===== config.mk =====
export PLATFORM = sky130hd
export DESIGN_NAME = gated_clk_div
export DESIGN_NICKNAME = d
export VERILOG_FILES = /design/src/rtl/gcd_pkg.sv /design/src/rtl/gcd_ctrl.sv /design/src/rtl/gcd_datapath.sv /design/src/rtl/gated_clk_div.sv
export SDC_FILE = /design/constraint.sdc
export NUM_CORES = 1
export LEC_CHECK = 0
export ABC_AREA = 1
export BUFFER_PORTS_ARGS = -buffer_cell sky130_fd_sc_hd__buf_4
export CORE_MARGIN = 3
export CORE_UTILIZATION = 38
export CTS_CLUSTER_SIZE = 40
export DETAILED_ROUTE_END_ITERATION = 12
export GPL_ROUTABILITY_DRIVEN = 1
export PLACE_DENSITY = 0.53
export SLEW_MARGIN = 5
export SYNTH_ARGS = -nofsm -noshare
export SYNTH_HDL_FRONTEND = slang
export SYNTH_SLANG_ARGS = --single-unit

===== constraint.sdc =====
create_clock -name clkFast -period 2.32 [get_ports clkFast]
set_input_delay 0.58 -clock clkFast [delete_from_list [all_inputs] [get_ports clkFast]]
set_output_delay 0.58 -clock clkFast [all_outputs]
set_load 0.01 [all_outputs]

===== src/rtl/gcd_pkg.sv =====
package gcd_pkg;

  localparam int SEL_W = 4;
  localparam int MOD_W = 5;

  typedef struct packed {
    logic             load;
    logic             keep;
    logic [MOD_W-1:0] modulus;
  } divCtrl_t;

  function automatic logic [MOD_W-1:0] decodeMod(input logic [SEL_W-1:0] code);
    logic [MOD_W-1:0] m;
    case (code)
      SEL_W'(0): m = MOD_W'(3);
      SEL_W'(1): m = MOD_W'(4);
      SEL_W'(2): m = MOD_W'(5);
      SEL_W'(3): m = MOD_W'(6);
      SEL_W'(4): m = MOD_W'(8);
      SEL_W'(5): m = MOD_W'(10);
      SEL_W'(6): m = MOD_W'(12);
      SEL_W'(7): m = MOD_W'(16);
      default:   m = MOD_W'(20);
    endcase
    return m;
  endfunction

endpackage


===== src/rtl/gcd_ctrl.sv =====
module gcd_ctrl
  import gcd_pkg::*;
#(
  parameter int SYNC_STAGES = 2
) (
  input  logic             clk,
  input  logic             rstN,
  input  logic [SEL_W-1:0] modSel,
  input  logic             enPol,
  input  logic             enIn,
  input  logic             atEnd,
  output divCtrl_t         ctrlOut,
  output logic             cycStart
);

  logic                   activeRaw;
  logic [SYNC_STAGES-1:0] syncQ;
  logic                   enSync;
  logic                   runQ;
  logic                   cycStartQ;
  logic                   loadNow;
  logic                   keepNow;

  assign activeRaw = enPol ? enIn : ~enIn;
  assign enSync    = syncQ[SYNC_STAGES-1];

  always_ff @(posedge clk or negedge rstN) begin
    if (!rstN) begin
      syncQ <= '0;
    end else begin
      syncQ[0] <= activeRaw;
      for (int i = 1; i < SYNC_STAGES; i++) begin
        syncQ[i] <= syncQ[i-1];
      end
    end
  end

  // a new cycle starts when idle and enabled, or at a boundary while enabled
  assign loadNow = enSync & (~runQ | atEnd);
  assign keepNow = runQ & ~atEnd;

  always_ff @(posedge clk or negedge rstN) begin
    if (!rstN) begin
      runQ      <= 1'b0;
      cycStartQ <= 1'b0;
    end else begin
      runQ      <= loadNow | keepNow;
      cycStartQ <= loadNow;
    end
  end

  always_comb begin
    ctrlOut.load    = loadNow;
    ctrlOut.keep    = keepNow;
    ctrlOut.modulus = decodeMod(modSel);
  end

  assign cycStart = cycStartQ;


  strobe_pulse_chk: assert property (@(posedge clk) disable iff (!rstN)
    cycStartQ |=> !cycStartQ);


  stop_at_end_chk: assert property (@(posedge clk) disable iff (!rstN)
    $fell(runQ) |-> $past(atEnd));


  start_strobe_chk: assert property (@(posedge clk) disable iff (!rstN)
    $rose(runQ) |-> cycStartQ);

endmodule


===== src/rtl/gcd_datapath.sv =====
module gcd_datapath
  import gcd_pkg::*;
(
  input  logic     clk,
  input  logic     rstN,
  input  divCtrl_t ctrlIn,
  output logic     atEnd,
  output logic     divOut
);

  logic [MOD_W-1:0] cnt;
  logic [MOD_W-1:0] cntD;
  logic [MOD_W-1:0] modCur;
  logic [MOD_W-1:0] modCurD;
  logic             lowPos;
  logic             lowPosD;
  logic             lowNeg;
  logic             oddQ;

  always_comb begin
    modCurD = ctrlIn.load ? ctrlIn.modulus : modCur;
    if (ctrlIn.load) begin
      cntD = '0;
    end else if (ctrlIn.keep) begin
      cntD = cnt + MOD_W'(1);
    end else begin
      cntD = '0;
    end
    // rising-edge low phase lasts floor(N/2) fast periods
    lowPosD = (ctrlIn.load | ctrlIn.keep) && (cntD < (modCurD >> 1));
  end

  always_ff @(posedge clk or negedge rstN) begin
    if (!rstN) begin
      cnt    <= '0;
      modCur <= decodeMod(SEL_W'(0));
      lowPos <= 1'b0;
      oddQ   <= 1'b0;
    end else begin
      cnt    <= cntD;
      modCur <= modCurD;
      lowPos <= lowPosD;
      oddQ   <= modCurD[0];
    end
  end

  // falling-edge copy stretches the low phase by half a period for odd N
  always_ff @(negedge clk or negedge rstN) begin
    if (!rstN) begin
      lowNeg <= 1'b0;
    end else begin
      lowNeg <= lowPos & oddQ;
    end
  end

  assign atEnd  = (cnt == modCur - MOD_W'(1));
  assign divOut = ~(lowPos | lowNeg);


  cnt_range_chk: assert property (@(posedge clk) disable iff (!rstN)
    cnt < modCur);


  neg_phase_odd_chk: assert property (@(posedge clk) disable iff (!rstN)
    lowNeg |-> oddQ);


  mod_hold_chk: assert property (@(posedge clk) disable iff (!rstN)
    !$stable(modCur) |-> $past(ctrlIn.load));

endmodule


===== src/rtl/gated_clk_div.sv =====
module gated_clk_div
  import gcd_pkg::*;
#(
  parameter int SYNC_STAGES = 2
) (
  input  logic             clkFast,
  input  logic             rstN,
  input  logic [SEL_W-1:0] modSel,
  input  logic             enPol,
  input  logic             enIn,
  output logic             clkOut,
  output logic             cycStart
);

  divCtrl_t ctrlBus;
  logic     atEnd;

  gcd_ctrl #(.SYNC_STAGES(SYNC_STAGES)) u_ctrl (
    .clk      (clkFast),
    .rstN     (rstN),
    .modSel   (modSel),
    .enPol    (enPol),
    .enIn     (enIn),
    .atEnd    (atEnd),
    .ctrlOut  (ctrlBus),
    .cycStart (cycStart)
  );

  gcd_datapath u_datapath (
    .clk    (clkFast),
    .rstN   (rstN),
    .ctrlIn (ctrlBus),
    .atEnd  (atEnd),
    .divOut (clkOut)
  );

endmodule


# Word-level counts from Yosys, hierarchy flattened
# Memories as Yosys holds them, arrays and structs flattened.
# Index checks and enable logic that the tools add are counted.
# Widths: inputs -> output; s select.
# op_classes
n_mul	0
n_div	0
n_addsub	2
order_cmp	1
n_bitwise	10
mux	5
n_eq_ne	1
reduce_logical	1
shifts	0
# op_table
op	count
$mux 5	4
$add 5x1->5 const B	1
$eq 5x5->1	1
$lt 5x4->1	1
$sub 5x1->5 const B	1
$not 1->1	4
$and 1x1->1	3
$or 1x1->1	3
$logic_and 1x1->1	1
$mux 1	1
# word_totals
elab_cells	29
register_bits	17
input_bits	8
out_inout_bits	2
memories	1
romBits	40
ramBits	0
latch_bits	0
# memory_table
name	depth	word_bits	read_ports	rd_ports_with_merged_regs	write_ports	line_no	source
(name not given)	8	5	1	0	0	gcd_pkg.sv:14	case (code)

# Longest topological paths before layout
# depth
word_depth	8
ltp_mapped	20
ltp_nobuf	20

# Modules after synthesis
# From an unflattened synthesis, not the netlist that was laid out.
# hier_totals
cells_unflattened	115
hier_area_um2	978.4
# modules_own_cells
mod	cells_per_inst	n_inst	area_per_inst_um2
gcd_datapath	84	1	728.2
gcd_ctrl	31	1	250.2

==> results.md <==
- Power Total: 2.08 mW
- Port-buffer cells: 9
- Buffers and inverters on the worst path: 1
- Comb pwr share: 66.6%
- TritonCTS clock tree: done
- Ant. Diodes: 0
- Flop2flop setup slack: -0.07 ns
- CTS root buffer: clkbuf_4
- Critical Path RT: 1.74 ns
- Max clock buf depth: 2
- Detailed placer's ending HPWL: 1580 um
- WL final: 1920 um
- Share of cells above drive strength 1: 37.0%
- Asr flop ratio synth: 100%
- GR Util All Layers: 14.0%
- Synth top cells by count: 34 x nand2_1, 14 x dfrtp_1, 13 x inv_1, 13 x nor2_1, 9 x inv_2
- CP max FO: 1
- Wire per inst: 10.4 um
- Int Power: 1.14 mW
- CP max-delay cell: dfrtn_1
- CP max stage delay: 0.39 ns
- Die Ht: 59.2 um
- Hold WC Path Type: input port to async pin
- Register area: 428 um^2
- Syn Nets: 146
- CP Capture Type: primary output
- Area of the multi-input gates: 608 um^2
- Top-count cell post-synth: nand2_1
- Placer Congestion: 0.752
- Clock transition at path regs: 0.09 ns
- Synth top area cells: dfrtp_1 33%, nand2_1 12%, ha_1 9.3%, dfstp_2 4.9%, inv_1 4.5%
- Startpoint types: register
- First-pass GRT wire length: 3610 um
- Unique masters post-synth: 28
- CTS Buf Count: 3
- Initial Utilization: 41.4%
- Mapped Area: 0.00107 mm^2
- Top delay family on crit path: flip-flops
- Core area: 0.00259 mm^2
- Hold Fails Final Rpt: 0
- RSZ-0062 raised after global routing: true
- # clock sinks: 17
- Sequential share of power: 26.0%
- Cell count after synthesis: 130
- Clock skew: 0.00195 ns
- Most area-hungry cell type in the Yosys netlist: dfrtp_1
- Initial DRT Pass Iterations: 4
- Peak supply drop: 0.823 mV
- Sequential area share after synthesis: 39.9%
- Antenna Nets Post-Route: 0
- H-tree Lvls: 1
- Area share of the leading cell type in the synthesized netlist: 32.6%
- Fin Hold WS: 0.136 ns
- Synth Flop Type: dfrtp_1
- Via density: 4.52
- Number of synthesized flops with an enable pin: 0
- Critical-path cell list: nor2_1 > buf_4
- Worst Path Arrival: 2.01 ns
- Kind of critical path: register to primary output
- Vias in the first global route: 826
- Max_slew headroom: 80.5%
- Final WS setup: -0.270 ns
- Clk pwr share: 7.4%
- MaxCap Viol Count: 0
- Post-layout util: 51.6%
- Number of fill cells in the layout: 255
- Die Area: 0.00350 mm^2
- Initial antenna violation count: 0
- 1st-iter DRT viols: 24
- Clk_lat worst skew: 0.29 ns
- Residual DRC: 0
- Vias: 831
- Site row count: 18
- Yosys warns: 0
- Final #Nets: 171
- GRT overflow: 0
- Count of final setup violators: 2
- Pleak: 0.696 nW
- Flops & latches, synth: 17
- Mapped Avg Cell Area: 8.26 um^2
- Violated checks: negative setup slack
- Top Ports: 10
- Largest net degree at the start of global routing: 18
- Sw Ratio: 44.9%
- Area growth syn-to-layout: 24.5%
- NetSw: 0.934 mW
- DIE WIDTH: 59.2 um
- Least-Margin Pin Slew: 0.292 ns
- Power Dens Cells: 1550 mW/mm^2
- Slew Viols, Final: 0
- Status: complete, but fails checks
[path summary, 6_finish.rpt]
check,start,endpoint,depth (start not counted)
max,u_datapath.lowNeg,clkOut,2
min,rstN,u_datapath.oddQ,1
max reg2reg,u_datapath.modCur[0],u_datapath.lowPos,18
min reg2reg,u_ctrl.syncQ[0],u_ctrl.syncQ[1],0
max in group asynchronous,rstN,u_datapath.lowNeg,1
min in group clkFast,u_ctrl.syncQ[0],u_ctrl.syncQ[1],0
[registers in the layout (all words and copies together), names as in the netlist]
register and cells:
u_ctrl.runQ 1, u_datapath.oddQ 1, u_datapath.cnt 5, u_datapath.lowPos 1
u_ctrl.cycStart 1, u_datapath.lowNeg 1, u_ctrl.syncQ 2, u_datapath.modCur 5
[cell usage in the layout, fill, tap and decap left out, types with 3 or more instances in the layout]
master / netlist / routed
inv_1: 13 / 12
dfrtp_1: 14 / 14
buf_4: 0 / 20
ha_1: 8 / 6
nand2_1: 34 / 33
nor2_1: 13 / 11
clkbuf_4: 0 / 3
nand3_1: 6 / 6
inv_2: 9 / 10
nand2_2: 2 / 3
nor2_2: 1 / 3
[layout make-up]
class                   instances  area share (%)
inverters                      23            6.46
well taps                      30            2.81
flip-flops and latches         17            32.0
multi-input cells              90            45.5
repair buffers                 20            11.2
clock buffers                   4            1.97
[routing by layer]
layer  vias to the layer above  track usage (%)  part of all wire [%]
met1                       365             18.1                    51
met4                         0             7.77                   2.5
met3                         4             2.61                   2.5
met2                        14             21.9                    44
li1                        448                -                     -
met5                         -                0                     0
[cells by family (layout without fill, tap and decap cells)]
group	count (synthesis)	count (layout)	share of synthesized area [%]
and+or+nand+nor	69	69	33.9
buffers and inverters	23	47	8.04
DFF	17	17	39.9
AOI/OAI and AO/OA	10	10	6.41
adders and majority gates	8	8	9.32
xor gates and xnor gates	3	3	2.45
[power groups by stage]
| stage | combinational, mW | clock (mW) | sequential, mW |
|---|---|---|---|
| CTS | 1.40 | 0.161 | 0.541 |
| finish | 1.38 | 0.153 | 0.540 |
| global route | 1.60 | 0.179 | 0.553 |
| detailed placement | 1.34 | 0 | 0.545 |
| floorplan | 0.981 | 0 | 0.527 |
| global placement | 1.31 | 0 | 0.544 |
[through the flow]
| stage | setup TNS, ns | instances | setup slack (ns) | cell area [um^2] |
|---|---|---|---|---|
| 3_5_place_dp | -0.127 | 179 | -0.127 | 1280 |
| 6_report | -0.343 | 184 | -0.270 | 1340 |
| 2_1_floorplan | -0.0121 | 130 | -0.0121 | 1100 |
| 5_1_grt | -0.558 | 184 | -0.310 | 1340 |
| 3_3_place_gp | -0.0982 | 179 | -0.0982 | 1280 |
| 4_1_cts | -0.349 | 184 | -0.281 | 1340 |
[timing repair]
action | 4_1_cts | 5_1_grt
hold buffers | 0 | 0
gates resized for setup | 5 | 0
endpoints found under the hold margin | 0 | 0
setup endpoints to repair | 2 | 2
buffers inserted | 1 | 0
pin swaps | 7 | 0
Power figures use the tool's default switching activity.
